`config.mk`:
```
export PLATFORM = sky130hd
export DESIGN_NAME = mwtx_fifo
export DESIGN_NICKNAME = d
export VERILOG_FILES = /design/src/rtl/mwtx_pkg.sv /design/src/rtl/mwtx_rst_sync.sv /design/src/rtl/mwtx_regif.sv /design/src/rtl/mwtx_store.sv /design/src/rtl/mwtx_events.sv /design/src/rtl/mwtx_fifo.sv
export SDC_FILE = /design/constraint.sdc
export NUM_CORES = 1
export LEC_CHECK = 0
export CAP_MARGIN = 25
export CORE_UTILIZATION = 25
export DETAILED_ROUTE_END_ITERATION = 12
export GPL_TIMING_DRIVEN = 1
export PLACE_DENSITY = 0.47
export SLEW_MARGIN = 25
export SYNTH_ARGS = -nofsm -noshare
export SYNTH_HDL_FRONTEND = slang
export SYNTH_SLANG_ARGS = --single-unit
```
`constraint.sdc`:
```
create_clock -name clk -period 3.6 [get_ports clk]
set_clock_uncertainty 0.05 [all_clocks]
set_input_delay 0.72 -clock clk [delete_from_list [all_inputs] [get_ports clk]]
set_output_delay 0.72 -clock clk [all_outputs]
set_load 0.01 [all_outputs]
```
`src/rtl/mwtx_pkg.sv`:
```
package mwtx_pkg;
  typedef enum logic [2:0] {
    A_PUSH1  = 3'd0,
    A_PUSH2  = 3'd1,
    A_PUSH4  = 3'd2,
    A_LEVEL  = 3'd3,
    A_STATUS = 3'd4,
    A_CTRL   = 3'd5
  } reg_sel_e;

  localparam int unsigned MAX_LANES = 4;
  localparam int unsigned STS_DRAINED = 0;
  localparam int unsigned STS_OVERRUN = 1;
endpackage

```
`src/rtl/mwtx_rst_sync.sv`:
```
module mwtx_rst_sync #(
  parameter int unsigned STAGES = 2
) (
  input  logic clk,
  input  logic rst_n_async,
  output logic rst_n_sync
);
  logic [STAGES-1:0] chain_q;

  always_ff @(posedge clk or negedge rst_n_async) begin
    if (!rst_n_async) chain_q <= '0;
    else              chain_q <= {chain_q[STAGES-2:0], 1'b1};
  end

  assign rst_n_sync = chain_q[STAGES-1];
endmodule

```
`src/rtl/mwtx_regif.sv`:
```
module mwtx_regif
  import mwtx_pkg::*;
#(
  parameter int unsigned LW = 5,
  parameter int unsigned CW = 3
) (
  input  logic          reg_we,
  input  logic [2:0]    reg_addr,
  input  logic [31:0]   reg_wdata,
  input  logic [LW-1:0] level,
  input  logic          sts_drained,
  input  logic          sts_overrun,
  input  logic          ctrl_en,
  output logic          push_req,
  output logic [CW-1:0] push_cnt,
  output logic [31:0]   push_bytes,
  output logic [1:0]    clr_mask,
  output logic          ctrl_we,
  output logic          ctrl_wval,
  output logic [31:0]   reg_rdata
);
  always_comb begin
    push_req   = 1'b0;
    push_cnt   = '0;
    push_bytes = reg_wdata;
    clr_mask   = 2'b00;
    ctrl_we    = 1'b0;
    ctrl_wval  = reg_wdata[0];
    if (reg_we) begin
      unique case (reg_addr)
        A_PUSH1:  begin push_req = 1'b1; push_cnt = CW'(1); end
        A_PUSH2:  begin push_req = 1'b1; push_cnt = CW'(2); end
        A_PUSH4:  begin push_req = 1'b1; push_cnt = CW'(4); end
        A_STATUS: clr_mask = reg_wdata[1:0];
        A_CTRL:   ctrl_we = 1'b1;
        default:  ;
      endcase
    end
  end

  always_comb begin
    reg_rdata = '0;
    unique case (reg_addr)
      A_LEVEL:  reg_rdata = 32'(level);
      A_STATUS: begin
        reg_rdata[STS_DRAINED] = sts_drained;
        reg_rdata[STS_OVERRUN] = sts_overrun;
      end
      A_CTRL:   reg_rdata[0] = ctrl_en;
      default:  reg_rdata = '0;
    endcase
  end
endmodule

```
`src/rtl/mwtx_store.sv`:
```
module mwtx_store #(
  parameter int unsigned DEPTH = 16,
  parameter int unsigned LANES = 4,
  parameter int unsigned PW    = $clog2(DEPTH),
  parameter int unsigned LW    = $clog2(DEPTH + 1),
  parameter int unsigned CW    = $clog2(LANES + 1)
) (
  input  logic               clk,
  input  logic               rst_n,
  input  logic               push_req,
  input  logic [CW-1:0]      push_cnt,
  input  logic [8*LANES-1:0] push_bytes,
  input  logic               pop_ready,
  output logic               out_valid,
  output logic [7:0]         out_data,
  output logic [LW-1:0]      level,
  output logic               push_ok,
  output logic               push_rej,
  output logic               pop_fire
);
  localparam int unsigned NW = LW + 1;

  logic [7:0]    mem [DEPTH];
  logic [PW-1:0] wp_q, wp_d, rp_q, rp_d;
  logic [LW-1:0] lvl_q, lvl_d;
  logic [NW-1:0] need;
  logic [LANES-1:0] lane_wr;
  logic [PW-1:0]    lane_idx [LANES];

  function automatic logic [PW-1:0] ring_add(input logic [PW-1:0] p, input int unsigned k);
    int unsigned s;
    s = int'(p) + k;
    if (s >= DEPTH) s = s - DEPTH;
    return PW'(s);
  endfunction

  always_comb begin
    need      = NW'(lvl_q) + NW'(push_cnt);
    push_ok   = push_req && (need <= NW'(DEPTH));
    push_rej  = push_req && !push_ok;
    out_valid = (lvl_q != '0);
    pop_fire  = out_valid && pop_ready;
    lvl_d     = lvl_q;
    wp_d      = wp_q;
    rp_d      = rp_q;
    if (push_ok) begin
      lvl_d = lvl_d + LW'(push_cnt);
      wp_d  = ring_add(wp_q, int'(push_cnt));
    end
    if (pop_fire) begin
      lvl_d = lvl_d - LW'(1);
      rp_d  = ring_add(rp_q, 1);
    end
  end

  for (genvar k = 0; k < LANES; k++) begin : g_lane
    assign lane_wr[k]  = push_ok && (CW'(k) < push_cnt);
    assign lane_idx[k] = ring_add(wp_q, k);
  end

  always_ff @(posedge clk) begin
    for (int k = 0; k < LANES; k++) begin
      if (lane_wr[k]) mem[lane_idx[k]] <= push_bytes[8*k +: 8];
    end
  end

  always_ff @(posedge clk or negedge rst_n) begin
    if (!rst_n) begin
      lvl_q <= '0;
      wp_q  <= '0;
      rp_q  <= '0;
    end else begin
      lvl_q <= lvl_d;
      wp_q  <= wp_d;
      rp_q  <= rp_d;
    end
  end

  assign out_data = mem[rp_q];
  assign level    = lvl_q;

  AST_LEVEL_BOUND: assert property (@(posedge clk) disable iff (!rst_n)
    lvl_q <= LW'(DEPTH));
  AST_PUSH_GROWS: assert property (@(posedge clk) disable iff (!rst_n)
    (push_ok && !pop_fire) |=> (lvl_q == $past(lvl_q) + LW'($past(push_cnt))));
  AST_NO_OVERFLOW: assert property (@(posedge clk) disable iff (!rst_n)
    push_rej |=> (lvl_q == $past(lvl_q) - LW'($past(pop_fire))));
  AST_BOTH_WAYS: assert property (@(posedge clk) disable iff (!rst_n)
    (push_ok && pop_fire) |=> (lvl_q == $past(lvl_q) + LW'($past(push_cnt)) - LW'(1)));
endmodule

```
`src/rtl/mwtx_events.sv`:
```
module mwtx_events #(
  parameter int unsigned LW = 5
) (
  input  logic          clk,
  input  logic          rst_n,
  input  logic [LW-1:0] level_i,
  input  logic          pop_fire,
  input  logic          push_ok,
  input  logic          push_rej,
  input  logic [1:0]    clr_mask,
  input  logic          ctrl_we,
  input  logic          ctrl_wval,
  output logic          sts_drained,
  output logic          sts_overrun,
  output logic          ctrl_en,
  output logic          irq
);
  logic drained_q, drained_d;
  logic overrun_q, overrun_d;
  logic en_q, en_d;
  logic last_out;

  always_comb begin
    last_out  = pop_fire && !push_ok && (level_i == LW'(1));
    drained_d = drained_q;
    overrun_d = overrun_q;
    en_d      = en_q;
    if (clr_mask[0]) drained_d = 1'b0;
    if (clr_mask[1]) overrun_d = 1'b0;
    if (last_out)    drained_d = 1'b1;
    if (push_rej)    overrun_d = 1'b1;
    if (ctrl_we)     en_d      = ctrl_wval;
  end

  always_ff @(posedge clk or negedge rst_n) begin
    if (!rst_n) begin
      drained_q <= 1'b0;
      overrun_q <= 1'b0;
      en_q      <= 1'b0;
    end else begin
      drained_q <= drained_d;
      overrun_q <= overrun_d;
      en_q      <= en_d;
    end
  end

  assign sts_drained = drained_q;
  assign sts_overrun = overrun_q;
  assign ctrl_en     = en_q;
  assign irq         = drained_q && en_q;

  AST_DRAIN_EDGE: assert property (@(posedge clk) disable iff (!rst_n)
    $rose(drained_q) |-> ($past(level_i) == LW'(1) && level_i == '0));
  AST_DRAIN_STICKY: assert property (@(posedge clk) disable iff (!rst_n)
    (drained_q && !clr_mask[0]) |=> drained_q);
  AST_OVERRUN_STICKY: assert property (@(posedge clk) disable iff (!rst_n)
    (overrun_q && !clr_mask[1]) |=> overrun_q);
endmodule

```
`src/rtl/mwtx_fifo.sv`:
```
module mwtx_fifo #(
  parameter int unsigned DEPTH = 16
) (
  input  logic        clk,
  input  logic        rst_n,
  input  logic        reg_we,
  input  logic [2:0]  reg_addr,
  input  logic [31:0] reg_wdata,
  output logic [31:0] reg_rdata,
  output logic        out_valid,
  input  logic        out_ready,
  output logic [7:0]  out_data,
  output logic        irq
);
  localparam int unsigned LANES = mwtx_pkg::MAX_LANES;
  localparam int unsigned LW    = $clog2(DEPTH + 1);
  localparam int unsigned CW    = $clog2(LANES + 1);

  logic          srst_n;
  logic          push_req, push_ok, push_rej, pop_fire;
  logic [CW-1:0] push_cnt;
  logic [31:0]   push_bytes;
  logic [LW-1:0] level;
  logic [1:0]    clr_mask;
  logic          ctrl_we, ctrl_wval;
  logic          sts_drained, sts_overrun, ctrl_en;

  mwtx_rst_sync #(.STAGES(2)) i_rst (
    .clk(clk), .rst_n_async(rst_n), .rst_n_sync(srst_n)
  );

  mwtx_regif #(.LW(LW), .CW(CW)) i_regif (
    .reg_we(reg_we), .reg_addr(reg_addr), .reg_wdata(reg_wdata),
    .level(level), .sts_drained(sts_drained), .sts_overrun(sts_overrun),
    .ctrl_en(ctrl_en), .push_req(push_req), .push_cnt(push_cnt),
    .push_bytes(push_bytes), .clr_mask(clr_mask), .ctrl_we(ctrl_we),
    .ctrl_wval(ctrl_wval), .reg_rdata(reg_rdata)
  );

  mwtx_store #(.DEPTH(DEPTH), .LANES(LANES)) i_store (
    .clk(clk), .rst_n(srst_n), .push_req(push_req), .push_cnt(push_cnt),
    .push_bytes(push_bytes), .pop_ready(out_ready), .out_valid(out_valid),
    .out_data(out_data), .level(level), .push_ok(push_ok),
    .push_rej(push_rej), .pop_fire(pop_fire)
  );

  mwtx_events #(.LW(LW)) i_events (
    .clk(clk), .rst_n(srst_n), .level_i(level), .pop_fire(pop_fire),
    .push_ok(push_ok), .push_rej(push_rej), .clr_mask(clr_mask),
    .ctrl_we(ctrl_we), .ctrl_wval(ctrl_wval), .sts_drained(sts_drained),
    .sts_overrun(sts_overrun), .ctrl_en(ctrl_en), .irq(irq)
  );
endmodule

```
==> impl_results.md <==
* HPWL Detailed at 32.1 mm
* Max Slew Vio Count at 0
* Die ar. at 44300 µm²
* #FFs+latches synth at 146
* YS warnings at 0
* Hold_ws at 0.258 ns
* Finished Core Util at 38.0%
* Clk pin slew, worst setup/hold paths at 0.06 ns
* Antenna cells at 0
* Post-route ant nets at 0
* Critical R2R Launch: i_store.level[1]
* Synth-to-layout area growth at 50.3%
* Vias/cell at approximately 5.5
* PnR worst setup slack at -0.161 ns
* Met2 Resource Use GR at between 30% and 40%
* Final setup viols at 227
* Layout cells sized above 1 at 48.7%
* # DRC at 0
* Post-Route Setup TNS at -15.55 ns
* Rows at 76
* Iter 0 DRT Violations at 1087
* Largest net degree at the start of global routing at 35
* Htree depth at 4
* Reg-to-reg endpoint: i_store.mem[6][3]
* Leakage power at 5.65 nW
* Longest Clk Path Bufs at 2
* Starting density of the core at 25.3%
* I/O pin count at approximately 80
* TritonCTS clock tree: built
* Num CTS Buffers at 17
* Max-Cap Viols at 0
* Worst setup SP type: input port
* First-pass GRT wire length at slightly below 70 mm
* Failing checks: negative setup slack
* Core area at 43000 µm²
* Tmin final at about 3.8 ns
* Chip height at 210 µm
* Vias at 10200
* Die Span X at ~210 µm
* PwrDens at 568 nW/µm²
* Post-synth cell types at 70
* Final wirelength at approximately 48 mm
* Post-Syn Area at approximately 11000 µm²
* CTS Hold Buffers Added at 0
* Seq/Total Area, Yosys at 39.5%
* Met3 usage at under 10%
* RSZ-0062 raised after global routing: true
* Antenna violations before repair at 1
* Mean post-synth cell area at 10.5 µm²
* Worst-case reg-to-reg path depth at 12
* GRT overflow at 0
* Port Buffer Count at 53
* Crit path kind: in -> reg
* Final Cycle Share at 104%
* Nets at 1288
* R2r setup slk at 0.21 ns
* Fin. Hold Viols at 0
* Relative slew slack at 7.31%
* Crit end category: register
* Status: finished, violations left
* Top Usage Layer GRT: met2
* Place WS at -1.16 ns
* GR Util met1 at between 20% and 30%
* Vias in the first global route at 9925
* Num Clock Sinks at 146
* HP Class: reg -> async
* VDD IR max at roughly 0.00043 V
* Clock root cell: clkbuf_16
* WP data required at 3.74 ns
* Top_reg_cell synth: edfxtp_1
* Crit-path max FO at 5
* EDFF count, synth at around 130
* Fmax at 0.266 GHz
* Post-synth ARST share at 12.3%
* Drt first pass iters at 7
* Final Wtd Congestion at 0.919
* Routed wire per std cell at roughly 26 µm
* GRT Overall Usage at about a fifth
* WP data arrival at 3.91 ns
* Clock latency on the worst-skew pair at 0.46 ns
* Post-Synthesis Cells at 1031
* Tightest Pin Transition at 1.39 ns
[flip-flops by register name, indices dropped and copies added, names as in the netlist]
| register | flops |
|---|---|
| i_store.mem | 128 |
| i_store.rp_q | 4 |
| i_events.sts_drained | 1 |
| i_rst.chain_q | 2 |
| i_store.level | 5 |
| i_store.wp_q | 4 |
| i_events.sts_overrun | 1 |
| i_events.ctrl_en | 1 |
[per-layer routing]
layer  routed length, µm  part of all wire [%]
met1               19500                    41
met4                1900                   4.0
met2               22200                    47
met3                3980                   8.3
met5                   0                     0
[metrics by stage]
stage,std cells,total power [mW],instance area (µm²)
2_1_floorplan,1057,4.47,11400
3_3_place_gp,1737,6.01,13400
3_5_place_dp,1737,6.04,13400
4_1_cts,1797,8.56,14800
5_1_grt,1837,9.59,16300
6_report,1837,9.27,16300
[worst max path at each step]
stage | from | endpoint | slack [ns]
CTS | reg_addr[2] | i_store.mem[9][0] | -0.19
global placement | reg_we | i_store.mem[14][3] | -1.03
floorplan | reg_addr[0] | i_store.level[4] | -0.67
detailed placement | reg_we | i_store.mem[14][3] | -1.16
global route | reg_addr[0] | i_store.mem[9][0] | -0.27
finish | reg_addr[2] | i_store.mem[6][3] | -0.16
[critical path: stages]
cell and delay [ns]:
buf_6 0.09, buf_6 0.11, nor4bb_4 0.33, xor2_2 0.22, ha_4 0.23, or4_4 0.49, o2bb2ai_4 0.16, o22ai_4 0.09
a211o_4 0.38, buf_12 0.15, buf_16 0.14, nor4_4 0.23, buf_6 0.21, mux2i_2 0.24, a21oi_2 0.09
[cell usage after synthesis, types with 2 or more instances]
cell type,number,share of area [%]
buf_2,16,0.74
clkbuf_1,53,1.8
dfrtp_1,18,4.1
nand4_2,14,1.6
o211ai_1,4,0.28
edfxtp_1,128,35
xnor2_1,16,1.3
and2_1,14,0.81
o221a_2,4,0.41
buf_6,13,1.3
nor2_1,31,1.1
and3_1,22,1.3
nand4_1,10,0.58
nand4_4,3,0.59
nor2b_1,3,0.17
xor2_1,7,0.56
o21ai_0,23,1.1
o22ai_1,102,5.9
nand3b_1,2,0.14
conb_1,2,0.069
ha_1,10,1.2
buf_1,19,0.66
and2_4,4,0.32
nand2_1,77,2.7
mux4_2,40,8.3
nand3_2,5,0.46
a21oi_1,97,4.5
a221oi_1,12,0.97
or4_1,2,0.14
mux2_2,3,0.31
nand3_1,16,0.74
a22oi_1,7,0.48
nor4_2,2,0.23
a22o_1,2,0.16
buf_4,36,2.5
nor4_1,8,0.46
a31oi_1,8,0.46
a21oi_2,25,2.0
nor3_1,16,0.74
o31ai_1,12,0.83
mux2i_1,106,9.8
or2_2,2,0.12
inv_1,10,0.35
[kinds of logic after synthesis]
kind of cell	Yosys count	share of synthesized area, %
buffers and inverters	148	7.44
flip-flops	146	39.5
AND/OR/NAND/NOR	242	13.1
adder cells (fa/ha/maj)	11	1.24
other	2	0.0691
multiplexers	150	18.5
XOR/XNOR	23	1.85
AO/OA/AOI/OAI	309	18.3
[where the power goes]
part	total, mW	leakage (nW)	switching [mW]	internal [mW]
logic	5.33	4.03	2.75	2.58
registers	2.21	1.36	0.211	2.00
clock network	1.72	0.259	0.780	0.943
[layout by cell type (no fill, tap or decap), drive strengths merged, types with 22 or more instances in the layout]
master | Yosys | routed
a21oi | 122 | 122
and3 | 22 | 24
buf | 84 | 241
clkbuf | 53 | 22
clkdlybuf4s50 | 0 | 41
conb | 2 | 28
edfxtp | 128 | 128
mux2i | 106 | 106
mux4 | 40 | 40
nand2 | 77 | 77
nand3 | 21 | 22
nand4 | 27 | 28
nor2 | 32 | 32
o21ai | 23 | 23
o22ai | 103 | 103
[layout make-up]
type                            count  area [µm²]
Fill cell                        4204       26700
Clock inverter                     14         114
Timing Repair Buffer              294        3120
Inverter                           11        48.8
Sequential cell                   146        4300
Multi-Input combinational cell    769        7580
Clock buffer                       18         429
Tap cell                          585         732
[what timing repair did]
item / in CTS / in global routing
gates resized for setup: 139 / 230
gates cloned: 11 / 7
pin swaps: 44 / 83
buffers inserted: 17 / 37
endpoints found under the setup margin: 271 / 260
(Power assumes the default switching activity.)
